==> config.mk <==
export PLATFORM = sky130hd
export DESIGN_NAME = flash_bank_rst_seq
export DESIGN_NICKNAME = d
export VERILOG_FILES = /design/src/rtl/flash_rst_pkg.sv /design/src/rtl/frs_interval_timer.sv /design/src/rtl/frs_seq_fsm.sv /design/src/rtl/frs_pin_driver.sv /design/src/rtl/flash_bank_rst_seq.sv
export SDC_FILE = /design/constraint.sdc
export NUM_CORES = 1
export LEC_CHECK = 0
export BUFFER_PORTS_ARGS = -buffer_cell sky130_fd_sc_hd__buf_2
export CAP_MARGIN = 20
export CORE_MARGIN = 4
export CORE_UTILIZATION = 35
export CTS_CLUSTER_SIZE = 30
export DETAILED_ROUTE_END_ITERATION = 16
export GPL_TIMING_DRIVEN = 0
export SLEW_MARGIN = 20
export SYNTH_ARGS = -nofsm -noshare
export SYNTH_HDL_FRONTEND = slang
export SYNTH_SLANG_ARGS = --single-unit
==> constraint.sdc <==
create_clock -name clk -period 2 [get_ports clk]
set_clock_uncertainty 0.15 [all_clocks]
set_input_delay 0.1 -clock clk [delete_from_list [all_inputs] [get_ports clk]]
set_output_delay 0.1 -clock clk [all_outputs]
set_load 0.01 [all_outputs]
==> src/rtl/flash_rst_pkg.sv <==
package flash_rst_pkg;

  typedef enum logic [2:0] {
    ST_IDLE    = 3'd0,
    ST_ASSERT  = 3'd1,
    ST_HOLD    = 3'd2,
    ST_RELEASE = 3'd3,
    ST_RECOVER = 3'd4,
    ST_DONE    = 3'd5
  } seq_state_t;

  // Cycles needed to cover a span in ns, rounded up.
  function automatic int ns_to_cycles(input int span_ns, input int clk_ns);
    return (span_ns + clk_ns - 1) / clk_ns;
  endfunction

endpackage

==> src/rtl/frs_interval_timer.sv <==
module frs_interval_timer #(
  parameter int CNT_W = 9
) (
  input  logic             clk,
  input  logic             rst,
  input  logic             load,
  input  logic [CNT_W-1:0] load_val,
  output logic             zero
);

  logic [CNT_W-1:0] cnt_q;

  always_ff @(posedge clk) begin
    if (rst) begin
      cnt_q <= '0;
    end else if (load) begin
      cnt_q <= load_val;
    end else if (cnt_q != '0) begin
      cnt_q <= cnt_q - 1'b1;
    end
  end

  assign zero = (cnt_q == '0);

endmodule

==> src/rtl/frs_seq_fsm.sv <==
module frs_seq_fsm
  import flash_rst_pkg::*;
#(
  parameter int NUM_BANKS = 2,
  parameter int BANK_W    = 1,
  parameter int CNT_W     = 9,
  parameter int HOLD_CYC  = 501,
  parameter int REC_CYC   = 75
) (
  input  logic              clk,
  input  logic              rst,
  input  logic              req,
  input  logic [BANK_W-1:0] req_bank,
  input  logic              t_zero,
  output logic              t_load,
  output logic [CNT_W-1:0]  t_val,
  output seq_state_t        state_nxt,
  output logic [BANK_W-1:0] bank_nxt,
  output logic              init_done_nxt
);

  localparam logic [BANK_W-1:0] LAST_BANK = BANK_W'(NUM_BANKS - 1);
  localparam logic [CNT_W-1:0]  HOLD_LOAD = CNT_W'(HOLD_CYC - 2);
  localparam logic [CNT_W-1:0]  REC_LOAD  = CNT_W'(REC_CYC - 2);

  seq_state_t        state_q;
  logic [BANK_W-1:0] bank_q;
  logic              init_done_q;

  always_comb begin
    state_nxt     = state_q;
    bank_nxt      = bank_q;
    init_done_nxt = init_done_q;
    t_load        = 1'b0;
    t_val         = '0;
    case (state_q)
      ST_IDLE: begin
        if (!init_done_q) begin
          bank_nxt  = '0;
          state_nxt = ST_ASSERT;
        end else if (req) begin
          bank_nxt  = req_bank;
          state_nxt = ST_ASSERT;
        end
      end
      ST_ASSERT: begin
        t_load    = 1'b1;
        t_val     = HOLD_LOAD;
        state_nxt = ST_HOLD;
      end
      ST_HOLD: begin
        if (t_zero) state_nxt = ST_RELEASE;
      end
      ST_RELEASE: begin
        t_load    = 1'b1;
        t_val     = REC_LOAD;
        state_nxt = ST_RECOVER;
      end
      ST_RECOVER: begin
        if (t_zero) state_nxt = ST_DONE;
      end
      ST_DONE: begin
        if (!init_done_q && bank_q != LAST_BANK) begin
          bank_nxt  = bank_q + 1'b1;
          state_nxt = ST_ASSERT;
        end else begin
          init_done_nxt = 1'b1;
          state_nxt     = ST_IDLE;
        end
      end
      default: state_nxt = ST_IDLE;
    endcase
  end

  always_ff @(posedge clk) begin
    if (rst) begin
      state_q     <= ST_IDLE;
      bank_q      <= '0;
      init_done_q <= 1'b0;
    end else begin
      state_q     <= state_nxt;
      bank_q      <= bank_nxt;
      init_done_q <= init_done_nxt;
    end
  end

endmodule

==> src/rtl/frs_pin_driver.sv <==
module frs_pin_driver
  import flash_rst_pkg::*;
#(
  parameter int NUM_BANKS = 2,
  parameter int BANK_W    = 1
) (
  input  logic                 clk,
  input  logic                 rst,
  input  seq_state_t           state_nxt,
  input  logic [BANK_W-1:0]    bank_nxt,
  input  logic                 init_done_nxt,
  output logic [NUM_BANKS-1:0] bank_en_n,
  output logic                 wr_en_n,
  output logic                 out_en_n,
  output logic                 busy,
  output logic                 ready
);

  logic drive_low;
  logic seq_active;

  assign drive_low  = (state_nxt == ST_ASSERT) || (state_nxt == ST_HOLD);
  assign seq_active = drive_low || (state_nxt == ST_RELEASE) ||
                      (state_nxt == ST_RECOVER);

  // All lines come from flops fed by one decode, so they switch together.
  always_ff @(posedge clk) begin
    if (rst) begin
      wr_en_n  <= 1'b1;
      out_en_n <= 1'b1;
      busy     <= 1'b0;
      ready    <= 1'b0;
    end else begin
      wr_en_n  <= !drive_low;
      out_en_n <= !drive_low;
      busy     <= seq_active;
      ready    <= init_done_nxt && (state_nxt == ST_IDLE);
    end
  end

  for (genvar g = 0; g < NUM_BANKS; g++) begin : g_bank_en
    always_ff @(posedge clk) begin
      if (rst) begin
        bank_en_n[g] <= 1'b1;
      end else begin
        bank_en_n[g] <= !(drive_low && (bank_nxt == BANK_W'(g)));
      end
    end
  end

endmodule

==> src/rtl/flash_bank_rst_seq.sv <==
module flash_bank_rst_seq
  import flash_rst_pkg::*;
#(
  parameter int CLK_NS      = 10,
  parameter int HOLD_NS     = 5000,
  parameter int RECOVER_NS  = 750,
  parameter int HOLD_MARGIN = 1,
  parameter int NUM_BANKS   = 2,
  localparam int BANK_W     = (NUM_BANKS > 1) ? $clog2(NUM_BANKS) : 1
) (
  input  logic                 clk,
  input  logic                 rst,
  input  logic                 rst_req,
  input  logic [BANK_W-1:0]    rst_bank,
  output logic [NUM_BANKS-1:0] bank_en_n,
  output logic                 wr_en_n,
  output logic                 out_en_n,
  output logic                 busy,
  output logic                 ready
);

  localparam int HOLD_RAW = ns_to_cycles(HOLD_NS, CLK_NS) + HOLD_MARGIN;
  localparam int REC_RAW  = ns_to_cycles(RECOVER_NS, CLK_NS);
  localparam int HOLD_CYC = (HOLD_RAW < 2) ? 2 : HOLD_RAW;
  localparam int REC_CYC  = (REC_RAW < 2) ? 2 : REC_RAW;
  localparam int MAX_CYC  = (HOLD_CYC > REC_CYC) ? HOLD_CYC : REC_CYC;
  localparam int CNT_W    = $clog2(MAX_CYC + 1);

  logic              t_load;
  logic              t_zero;
  logic [CNT_W-1:0]  t_val;
  seq_state_t        state_nxt;
  logic [BANK_W-1:0] bank_nxt;
  logic              init_done_nxt;

  frs_interval_timer #(.CNT_W(CNT_W)) u_timer (
    .clk      (clk),
    .rst      (rst),
    .load     (t_load),
    .load_val (t_val),
    .zero     (t_zero)
  );

  frs_seq_fsm #(
    .NUM_BANKS (NUM_BANKS),
    .BANK_W    (BANK_W),
    .CNT_W     (CNT_W),
    .HOLD_CYC  (HOLD_CYC),
    .REC_CYC   (REC_CYC)
  ) u_fsm (
    .clk           (clk),
    .rst           (rst),
    .req           (rst_req),
    .req_bank      (rst_bank),
    .t_zero        (t_zero),
    .t_load        (t_load),
    .t_val         (t_val),
    .state_nxt     (state_nxt),
    .bank_nxt      (bank_nxt),
    .init_done_nxt (init_done_nxt)
  );

  frs_pin_driver #(
    .NUM_BANKS (NUM_BANKS),
    .BANK_W    (BANK_W)
  ) u_drv (
    .clk           (clk),
    .rst           (rst),
    .state_nxt     (state_nxt),
    .bank_nxt      (bank_nxt),
    .init_done_nxt (init_done_nxt),
    .bank_en_n     (bank_en_n),
    .wr_en_n       (wr_en_n),
    .out_en_n      (out_en_n),
    .busy          (busy),
    .ready         (ready)
  );

endmodule

==> impl_results.rst, run 1 <==
.. list-table::
   :header-rows: 1

   * - Metric
     - Value
   * - Detail Route Antenna Nets
     - 0
   * - Synth-to-Final Area Change
     - 24.3%
   * - Warning count from the yosys run
     - 0
   * - Final clock period utilization by the worst path
     - 1.01
   * - Detailed-placement wirelength estimate
     - 1460 um
   * - Leading area contributor after synthesis
     - sky130_fd_sc_hd__dfxtp_1
   * - Floorplan die width
     - 61.5 um
   * - Setup Slack @ Placement
     - -144 ps
   * - Via count of the first global-routing pass
     - 790
   * - Clk sinks
     - 19
   * - Number of nets in the finished design
     - 140
   * - Total of flip-flops plus latches after synthesis
     - 19
   * - Destination of the worst register-to-register timing path
     - u_fsm.state_q[0]
   * - Buffer cell driving the clock tree root
     - sky130_fd_sc_hd__clkbuf_4
   * - Critical Path RT
     - 2100 ps
   * - Total vias in the final route
     - 896
   * - Worst setup startpoint
     - u_timer.cnt_q[2]
   * - Total core area
     - 0.00276 sq mm
   * - Starting DRT DRC Count
     - 19
   * - WS Path Type
     - reg -> reg
   * - Average size of a mapped cell
     - 8.80 sq um
   * - Sequential share of the synthesized area
     - 0.379
   * - Number of standard cells after synthesis
     - 114
   * - Number of flops mapped to enable cells by yosys
     - 0
   * - Total power draw
     - 1.99 mW
   * - First-pass GRT wire length
     - 3660 um
   * - Max-capacitance violation count
     - 0
   * - CTS tree
     - done
   * - Pleak
     - 0.476 nW
   * - Status
     - finished, violations left
   * - Finished Layout Cells
     - 164
   * - Number of I/O port buffers
     - 8
   * - End of the critical path
     - u_fsm.state_q[0]
   * - Placed insts
     - 153
   * - Max IR drop VDD
     - 1100 uV
   * - Ranking of synthesized cells by instance count
     - sky130_fd_sc_hd__dfxtp_1, sky130_fd_sc_hd__nor2_1, sky130_fd_sc_hd__nor3_1, sky130_fd_sc_hd__inv_1
   * - Pwr Density
     - 1590 mW/mm^2
   * - Peak fanout along the critical path
     - 4
   * - Number of top-level pins
     - 10
   * - Vertical die dimension
     - 61.5 um
   * - Number of vias per cell after detailed routing
     - 5.46
   * - Portion of synthesized cell area occupied by the leading cell type
     - 0.379
   * - Number of standard-cell rows in the floorplan
     - 19
   * - Antenna violations before repair
     - 0
   * - Most frequent cell after synthesis
     - sky130_fd_sc_hd__dfxtp_1
   * - Gr ovfl total
     - 0
   * - Pin count of the biggest net entering global routing
     - 12
   * - Violations in the final reports
     - setup timing
   * - Primary flip-flop cell chosen by synthesis mapping
     - sky130_fd_sc_hd__dfxtp_1
   * - Fin util
     - 0.452
   * - Area of the mapped netlist
     - 0.00100 sq mm
   * - Launch instance of the worst register-to-register path
     - u_timer.cnt_q[2]
   * - Element type at the critical path start
     - flip-flop
   * - Clock tree buffer depth
     - 2
   * - Slew HR
     - 0.568
   * - Number of clock buffers inserted by TritonCTS
     - 3
   * - Class of the tightest hold or removal check
     - in -> reg
   * - Max Fclk
     - 495 MHz
   * - Share of layout cells above drive strength 1
     - 0.308
   * - Arrival time worst endpoint
     - 2110 ps
   * - Starting utilization of the core area
     - 0.364
   * - Number of inserted diodes
     - 0
   * - Final-report setup violation count
     - 1
   * - Placer Congestion
     - 0.858
   * - Clock transition at the registers of the reported paths
     - 120 ps
   * - All-layer global routing usage
     - 0.133
   * - RSZ-0062 raised after global routing
     - true
   * - Reg2Reg Depth
     - 4
   * - Final min period
     - 2020 ps
   * - Hold WS
     - 124 ps
   * - Number of distinct library cell variants in the gate-level netlist after synthesis
     - 37
   * - Hold depth
     - 4
   * - Number of H-tree branching levels
     - 1
   * - Post-synth net total
     - 120
   * - DRC violations left
     - 0
   * - Async set-reset flop share out of synthesis
     - 0
   * - Cell types with the largest area share after synthesis
     - sky130_fd_sc_hd__dfxtp_1, sky130_fd_sc_hd__nor3_1, sky130_fd_sc_hd__xnor2_1, sky130_fd_sc_hd__nor2_1, sky130_fd_sc_hd__buf_6
   * - Clock insertion delay at the later pin of the skew report
     - 300 ps
   * - Die ar.
     - 0.00379 sq mm
   * - Iteration count of the initial detailed-routing pass
     - 4
   * - Final setup margin
     - -18.9 ps
   * - Max-slew violations
     - 0
   * - Per-cell routed wire length
     - 14.6 um
   * - Kind of end point of the critical path
     - flip-flop
   * - Slew at the pin closest to its max-slew limit
     - 648 ps
   * - Hold Vio Cnt, Final
     - 0
   * - Reg-to-reg slack, setup
     - -20 ps
   * - Final wirelength
     - 2400 um
-- worst min-delay path by stage --
stage             start                  to
4_1_cts         rst_req  u_drv.bank_en_n[1]
3_3_place_gp        rst        u_fsm.bank_q
6_report       rst_bank  u_drv.bank_en_n[1]
3_5_place_dp        rst        u_fsm.bank_q
5_1_grt        rst_bank  u_drv.bank_en_n[1]
2_1_floorplan       rst        u_fsm.bank_q
-- flip-flops by register name, indices dropped and copies added (netlist names) --
signal and count:
u_fsm.state_q 3, u_drv.bank_en_n 2, u_fsm.init_done_q 1, u_fsm.bank_q 1, u_drv.wr_en_n 1, u_drv.ready 1
u_timer.cnt_q 9, u_drv.busy 1
-- metal layers --
metal / share of wire / global-route usage / up-vias / wire (um)
met5: 0 / 0 / - / 0
met4: 0.0054 / 0.0545 / 0 / 13
met3: 0.032 / 0.0377 / 2 / 78
met2: 0.52 / 0.218 / 8 / 1260
met1: 0.44 / 0.161 / 444 / 1060
li1: - / - / 442 / -
-- cell families after synthesis --
kind of cell,count (synthesis),share of synthesized area
AOI/OAI and AO/OA,27,0.182
xor gates and xnor gates,7,0.0611
adders and majority gates,2,0.0249
buffers and inverters,16,0.0973
DFF,19,0.379
muxes,1,0.00998
and+or+nand+nor,42,0.246
-- per-stage QoR --
stage | setup TNS, ps | cell area, sq um
2_1_floorplan | -51.5 | 1000
5_1_grt | -140 | 1250
6_report | -18.9 | 1250
3_5_place_dp | -429 | 1080
3_3_place_gp | -222 | 1080
4_1_cts | -158 | 1180
-- timing repair --
item,CTS,global route
hold buffers,1,0
buffers inserted,5,2
hold endpoints to repair,3,0
gates cloned,0,0
resized for setup,9,13
endpoints found under the setup margin,8,12
pin swaps,3,10
-- area by class of cell --
type	count	area, sq um
clock buffers	3	22.5
repair buffers	16	114
well taps	31	38.8
inverters	7	26.3
multi-input cells	79	596
clock inverters	1	5.00
plain buffers	8	60.1
flip-flops and latches	19	385
fillers	277	1510
-- placed cells by master (no fill, tap or decap), drive strengths merged, types with 2 or more instances in the layout --
master / netlist / layout
a211oi: 2 / 2
a21oi: 4 / 4
a22oi: 2 / 2
a31oi: 4 / 4
buf: 5 / 19
clkbuf: 4 / 7
dfxtp: 19 / 19
ha: 2 / 2
inv: 7 / 7
nand2: 2 / 2
nand2b: 3 / 3
nor2: 9 / 9
nor2b: 5 / 5
nor3: 9 / 9
nor3b: 4 / 4
nor4: 2 / 2
o21ai: 5 / 5
o311ai: 2 / 2
or3: 2 / 2
or4: 3 / 3
xnor2: 4 / 4
xor2: 3 / 3
-- report_power, final --
part | internal, mW | switching [mW]
clock | 0.0746 | 0.126
combinational | 0.570 | 0.611
sequential | 0.504 | 0.102
total | 1.15 | 0.838
-- critical path: stages (launching register included) --
cell                      delay (ps)
sky130_fd_sc_hd__dfxtp_2         350
sky130_fd_sc_hd__or4_4           550
sky130_fd_sc_hd__or4_4           470
sky130_fd_sc_hd__or3_1           320
sky130_fd_sc_hd__a21oi_1         120
Power figures use the tool's default switching activity.
==> run 2, diff against run 1 <==
- ABC_CLOCK_PERIOD_IN_PS: not set -> 2000
- CELL_PAD_IN_SITES_DETAIL_PLACEMENT: not set -> 1
- CELL_PAD_IN_SITES_GLOBAL_PLACEMENT: not set -> 2
- CORE_UTILIZATION: 35 -> 31
- PLACE_DENSITY_LB_ADDON: not set -> 0.1
==> run 2 against run 1 <==
  * The run now ends clean
  * Global-route usage increased by 0.075 points
  * Sequential power is essentially flat
  * Die area up 11%
  * Highest routed layer unchanged
==> impl_results.rst, run 2 (synthesis gave the netlist of run 1 again) <==
.. list-table::
   :header-rows: 1

   * - Metric
     - Value
   * - Hold WS
     - 106 ps (-17.9 ps)
   * - WS Path Type
     - reg -> reg
   * - Iteration count of the initial detailed-routing pass
     - 3 (-1)
   * - Gr ovfl total
     - 0 (unchanged)
   * - Pin count of the biggest net entering global routing
     - 12 (unchanged)
   * - Detail Route Antenna Nets
     - 0 (unchanged)
   * - Placed insts
     - 166 (+8.5%)
   * - Kind of end point of the critical path
     - flip-flop
   * - Peak fanout along the critical path
     - 3 (-1)
   * - Starting utilization of the core area
     - 0.326 (-0.0379)
   * - Clock insertion delay at the later pin of the skew report
     - 300 ps (about the same)
   * - Hold Vio Cnt, Final
     - 0 (unchanged)
   * - All-layer global routing usage
     - 0.133 (+0.000750)
   * - Per-cell routed wire length
     - 14.2 um (-3.2%)
   * - Number of H-tree branching levels
     - 1 (unchanged)
   * - Top Layer Used
     - met4
   * - Max IR drop VDD
     - 544 uV (-51%)
   * - Most common cell after layout, fill and taps aside
     - sky130_fd_sc_hd__dfxtp_1
   * - Detailed-placement wirelength estimate
     - 1710 um (+17%)
   * - Slew HR
     - 0.650 (+0.0825)
   * - Starting DRT DRC Count
     - 32 (+13)
   * - Fin util
     - 0.413 (-0.0398)
   * - DRC violations left
     - 0 (unchanged)
   * - Clock transition at the registers of the reported paths
     - 120 ps (about the same)
   * - Number of vias per cell after detailed routing
     - 4.99 (-8.7%)
   * - Max Fclk
     - 506 MHz (+2.1%)
   * - Buffer cell driving the clock tree root
     - sky130_fd_sc_hd__clkbuf_4
   * - RSZ-0062 raised after global routing
     - true
   * - Hold Startpoint
     - rst_req
   * - Max-slew violations
     - 0 (unchanged)
   * - Max FFs per register
     - 9 (unchanged)
   * - Max-capacitance violation count
     - 0 (unchanged)
   * - Worst setup startpoint
     - u_timer.cnt_q[1]
   * - Number of clock buffers inserted by TritonCTS
     - 3 (unchanged)
   * - Final min period
     - 1980 ps (-41.8 ps)
   * - Finished Layout Cells
     - 179 (+9.1%)
   * - Element type at the critical path start
     - flip-flop
   * - Antenna violations before repair
     - 0 (unchanged)
   * - Routed metal-1 wire length
     - 1070 um (+1.3%)
   * - Slew at the pin closest to its max-slew limit
     - 524 ps (-124 ps)
   * - Total vias in the final route
     - 893 (-0.33%)
   * - Status
     - finished clean
   * - Final-report setup violation count
     - 0 (-1)
   * - Clk sinks
     - 19 (unchanged)
   * - # fillers
     - 378 (+36%)
   * - Number of top-level pins
     - 10 (unchanged)
   * - Most flop-heavy register
     - u_timer.cnt_q
   * - Number of standard-cell rows in the floorplan
     - 20 (+1)
   * - Critical Path RT
     - 2100 ps (about the same)
   * - Area taken by flip-flops and latches
     - 388 sq um (+0.65%)
   * - Class of the tightest hold or removal check
     - in -> reg
   * - Biggest registers after layout
     - u_timer.cnt_q x9, u_fsm.state_q x3, u_drv.bank_en_n x2
   * - Die ar.
     - 0.00421 sq mm (+11%)
   * - First-pass GRT wire length
     - 4320 um (+18%)
   * - Arrival time worst endpoint
     - 2070 ps (-40 ps)
   * - Vertical die dimension
     - 64.9 um (+5.4%)
   * - CTS tree
     - done
   * - Met3 Routed Length
     - 77 um (-1.3%)
   * - Setup Slack @ Placement
     - -150 ps (-6.30 ps)
   * - Pwr Density
     - 1530 mW/mm^2 (-4.2%)
   * - Number of nets in the finished design
     - 142 (+1.4%)
   * - Final wirelength
     - 2540 um (+5.6%)
   * - Share of layout cells above drive strength 1
     - 0.319 (+0.0102)
   * - Number of I/O port buffers
     - 8 (unchanged)
   * - Final clock period utilization by the worst path
     - 0.989 (-0.0209)
   * - Floorplan die width
     - 64.9 um (+5.4%)
   * - Placer Congestion
     - 0.779 (-9.3%)
   * - Pleak
     - 0.484 nW (+1.7%)
   * - Area occupied by multi-input gates
     - 589 sq um (-1.1%)
   * - Synth-to-Final Area Change
     - 26.6%
   * - Final setup margin
     - 22.9 ps (+41.8 ps)
   * - Clock tree buffer depth
     - 2 (unchanged)
   * - Length of routed met2 wiring
     - 1340 um (+7.1%)
   * - Launch instance of the worst register-to-register path
     - u_timer.cnt_q[1]
   * - Total core area
     - 0.00308 sq mm (+12%)
   * - Total power draw
     - 1.94 mW (-2.5%)
   * - Commonest cells after routing, fill and taps aside
     - sky130_fd_sc_hd__dfxtp_1, sky130_fd_sc_hd__buf_4, sky130_fd_sc_hd__nor2_1
   * - Via count of the first global-routing pass
     - 909 (+15%)
   * - Number of inserted diodes
     - 0 (unchanged)
==> run 2: area by class of cell <==
cell class,instances,share of cell area
Sequential cell,19,0.305
Timing Repair Buffer,18,0.0956
Clock buffer,3,0.0177
Tap cell,44,0.0433
Buffer,8,0.0473
Inverter,7,0.0227
Clock inverter,1,0.00394
Multi-Input combinational cell,79,0.464
==> run 2: metrics by stage <==
| stage | setup TNS, ps | area (sq um) |
|---|---|---|
| 4_1_cts | -416 | 1180 |
| 3_3_place_gp | -353 | 1100 |
| 2_1_floorplan | -51.5 | 1000 |
| 3_5_place_dp | -444 | 1100 |
| 6_report | 0 | 1270 |
| 5_1_grt | -88.0 | 1270 |
==> run 2: routing by layer <==
metal,up-vias,track usage
li1,448,-
met3,4,0.0399
met1,432,0.145
met4,0,0.0396
met2,9,0.245
met5,-,0
==> run 2: worst max-delay path, cell delays in order (launching register included) <==
cell	delay (ps)
sky130_fd_sc_hd__dfxtp_2	350
sky130_fd_sc_hd__inv_2	80
sky130_fd_sc_hd__ha_4	140
sky130_fd_sc_hd__or2b_1	240
sky130_fd_sc_hd__or4_4	510
sky130_fd_sc_hd__or3_1	320
sky130_fd_sc_hd__a21oi_1	130
==> run 2: path summary, 6_finish.rpt <==
path / cells after the start / slack (ps) / endpoint
hold reg to reg: 2 / 390 / u_timer.cnt_q[1]
hold / removal: 4 / 110 / u_drv.bank_en_n[1]
setup reg to reg: 6 / 20 / u_fsm.state_q[0]
setup / recovery: 6 / 20 / u_fsm.state_q[0]
==> run 2: repair_timing <==
action                                 in CTS  in global routing
pin swaps                                   4                  7
hold buffers                                1                  0
setup endpoints to repair                   8                  9
gates resized for setup                     9                 12
setup buffers                               4                  5
endpoints found under the hold margin       3                  0
==> run 2: report_power, final <==
part | leakage (nW) | total, mW | switching [mW] | internal (mW)
Sequential | 0.159 | 0.606 | 0.0989 | 0.507
Combinational | 0.307 | 1.13 | 0.577 | 0.553
Clock | 0.0177 | 0.201 | 0.127 | 0.0745
==> run 3, diff against run 2 <==
- CORE_ASPECT_RATIO: not set -> 1.25
==> run 3 against run 2 <==
  * The run now ends with setup timing left
  * Clock power fell by 3%
  * Sequential cell count did not move
  * Sequential power rose by 1%
  * Count of clock-buffer cells in the layout did not move
  * Largest cell class unchanged
==> impl_results.rst, run 3 (synthesis gave the netlist of run 1 again) <==
.. list-table::
   :header-rows: 1

   * - Metric
     - Value
   * - Max IR drop VDD
     - 640 uV (+18%)
   * - Critical Path RT
     - 2090 ps (about the same)
   * - Number of inserted diodes
     - 0 (unchanged)
   * - Hold Startpoint
     - rst_req
   * - Clock tree buffer depth
     - 2 (unchanged)
   * - Final clock period utilization by the worst path
     - 1.02 (+0.0276)
   * - Length of routed met2 wiring
     - 1380 um (+2.4%)
   * - Pwr Density
     - 1530 mW/mm^2 (+0.11%)
   * - First-pass GRT wire length
     - 4240 um (-1.9%)
   * - Sequential share of power
     - 0.327 (+0.014)
   * - Final-report setup violation count
     - 1 (+1)
   * - # fillers
     - 376 (-0.53%)
   * - Number of H-tree branching levels
     - 1 (unchanged)
   * - Launch instance of the worst register-to-register path
     - u_timer.cnt_q[0]
   * - Status
     - finished, violations left
   * - Element type at the critical path start
     - flip-flop
   * - Number of top-level pins
     - 10 (unchanged)
   * - Met3 Routed Length
     - 51 um (-34%)
   * - Number of nets in the finished design
     - 140 (-1.4%)
   * - Reg2Reg Depth
     - 6 (unchanged)
   * - Per-cell routed wire length
     - 15.1 um (+6.5%)
   * - CTS tree
     - done
   * - Internal Power
     - 1.10 mW (-3.0%)
   * - Area taken by flip-flops and latches
     - 388 sq um (unchanged)
   * - Fin util
     - 0.405 (-0.00764)
   * - Total core area
     - 0.00303 sq mm (-1.6%)
   * - Peak fanout along the critical path
     - 5 (+2)
   * - Pin count of the biggest net entering global routing
     - 12 (unchanged)
   * - Finished Layout Cells
     - 169 (-5.6%)
   * - Max-slew violations
     - 0 (unchanged)
   * - Via count of the first global-routing pass
     - 910 (+0.11%)
   * - Combinational power share
     - 0.570 (-0.013)
   * - Die ar.
     - 0.00422 sq mm (+0.13%)
   * - Destination of the worst register-to-register timing path
     - u_fsm.state_q[0]
   * - End of the critical path
     - u_fsm.state_q[0]
   * - Area occupied by multi-input gates
     - 574 sq um (-2.5%)
   * - Kind of end point of the critical path
     - flip-flop
   * - Class of the tightest hold or removal check
     - in -> reg
   * - Violations in the final reports
     - setup timing
   * - WS Path Type
     - reg -> reg
   * - Clk sinks
     - 19 (unchanged)
   * - Setup Slack @ Placement
     - -191 ps (-40.5 ps)
   * - Final setup margin
     - -32.2 ps (-55.1 ps)
   * - Max FFs per register
     - 9 (unchanged)
   * - Number of I/O port buffers
     - 8 (unchanged)
   * - Power dissipated by switching net loads
     - 0.773 mW (-3.8%)
   * - Total power draw
     - 1.87 mW (-3.3%)
   * - Biggest registers after layout
     - u_timer.cnt_q x9, u_fsm.state_q x3, u_drv.bank_en_n x2
   * - Clock transition at the registers of the reported paths
     - 110 ps (about the same)
   * - Detail Route Antenna Nets
     - 0 (unchanged)
   * - Final wirelength
     - 2550 um (+0.55%)
   * - DRC violations left
     - 0 (unchanged)
   * - Share of layout cells above drive strength 1
     - 0.316 (-0.00273)
   * - Slew HR
     - 0.690 (+0.0397)
   * - Sum of negative setup slack
     - -32.2 ps (-32.2 ps)
   * - Commonest cells after routing, fill and taps aside
     - sky130_fd_sc_hd__dfxtp_1, sky130_fd_sc_hd__buf_4, sky130_fd_sc_hd__nor2_1
   * - Max-capacitance violation count
     - 0 (unchanged)
   * - Routed metal-1 wire length
     - 1100 um (+3.0%)
   * - Number of vias per cell after detailed routing
     - 5.22 (+4.6%)
   * - Number of standard-cell rows in the floorplan
     - 22 (+10%)
   * - Buffer cell driving the clock tree root
     - sky130_fd_sc_hd__clkbuf_4
   * - RSZ-0062 raised after global routing
     - true
   * - Starting DRT DRC Count
     - 35 (+9.4%)
   * - Placed inst area
     - 0.00109 sq mm (-0.91%)
   * - Most common cell after layout, fill and taps aside
     - sky130_fd_sc_hd__dfxtp_1
   * - Switching share of power
     - 0.412 (-0.00201)
   * - Clock insertion delay at the later pin of the skew report
     - 290 ps (about the same)
   * - Placed insts
     - 158 (-4.8%)
   * - All-layer global routing usage
     - 0.130 (-0.00375)
   * - Antenna violations before repair
     - 0 (unchanged)
   * - Slew at the pin closest to its max-slew limit
     - 465 ps (-59.5 ps)
   * - Final min period
     - 2030 ps (+55.1 ps)
   * - Hold Vio Cnt, Final
     - 0 (unchanged)
   * - Max Fclk
     - 492 MHz (-2.7%)
   * - Floorplan die width
     - 58.9 um (-9.3%)
   * - Starting utilization of the core area
     - 0.331 (+0.00539)
   * - Vertical die dimension
     - 71.6 um (+10%)
   * - Arrival time worst endpoint
     - 2120 ps (+50 ps)
   * - Hold WS
     - 131 ps (+25.1 ps)
   * - Pleak
     - 0.468 nW (-3.2%)
   * - Clock group share of total power
     - 0.104 (about the same)
   * - Total vias in the final route
     - 882 (-1.2%)
   * - Top Layer Used
     - met4
   * - Placer Congestion
     - 0.751 (-3.6%)
   * - Worst setup startpoint
     - u_timer.cnt_q[0]
   * - Reg-to-reg slack, setup
     - -30 ps (-60 ps)
   * - Gr ovfl total
     - 0 (unchanged)
   * - Final Instance Area
     - 0.00123 sq mm (-3.4%)
   * - Iteration count of the initial detailed-routing pass
     - 4 (+1)
   * - Detailed-placement wirelength estimate
     - 1780 um (+3.7%)
   * - Number of clock buffers inserted by TritonCTS
     - 3 (unchanged)
   * - Synth-to-Final Area Change
     - 22.2%
   * - Most flop-heavy register
     - u_timer.cnt_q
run 3: changes by cell type in the layout (fill, tap and decap cells not counted), sizes merged:
cell | previous run | this run
buf | 21 | 19
run 3: layout make-up:
| cell class | instances | share of cell area |
|---|---|---|
| clock inverters | 1 | 0.00408 |
| flip-flops and latches | 19 | 0.316 |
| clock buffers | 3 | 0.0184 |
| multi-input cells | 79 | 0.468 |
| plain buffers | 8 | 0.0490 |
| repair buffers | 16 | 0.0837 |
| inverters | 7 | 0.0235 |
| well taps | 36 | 0.0367 |
run 3: power by group through the flow:
stage / logic (mW) / registers, mW / clock network (mW)
final: 1.07 / 0.612 / 0.194
after global routing: 1.19 / 0.627 / 0.216
after CTS: 0.948 / 0.597 / 0.204
after detailed placement: 0.877 / 0.608 / 0
after global placement: 0.863 / 0.602 / 0
after floorplan: 0.685 / 0.593 / 0
run 3: how the worst min path moves through the flow:
stage	depth (start not counted)	endpoint
final	4	u_drv.ready
after global routing	4	u_drv.ready
after CTS	4	u_drv.ready
after detailed placement	2	u_fsm.bank_q
after global placement	2	u_fsm.bank_q
after floorplan	2	u_fsm.bank_q
run 3: what timing repair did:
item	in CTS	in global routing
buffers inserted	4	3
resized for setup	6	13
endpoints found under the setup margin	8	8
pin swaps	2	3
endpoints found under the hold margin	3	0
hold buffers	1	0
cloned	0	0
run 3: critical path, cell delays in order (launching register included):
cell,delay [ps]
sky130_fd_sc_hd__dfxtp_2,360
sky130_fd_sc_hd__inv_2,90
sky130_fd_sc_hd__ha_4,140
sky130_fd_sc_hd__or2b_1,240
sky130_fd_sc_hd__or4_4,530
sky130_fd_sc_hd__or3_4,350
sky130_fd_sc_hd__a21oi_2,110
run 3: per-layer routing:
layer  vias up  GRT usage
met5         -          0
met2        10      0.238
li1        444          -
met3         2     0.0216
met4         0     0.0378
met1       426      0.149
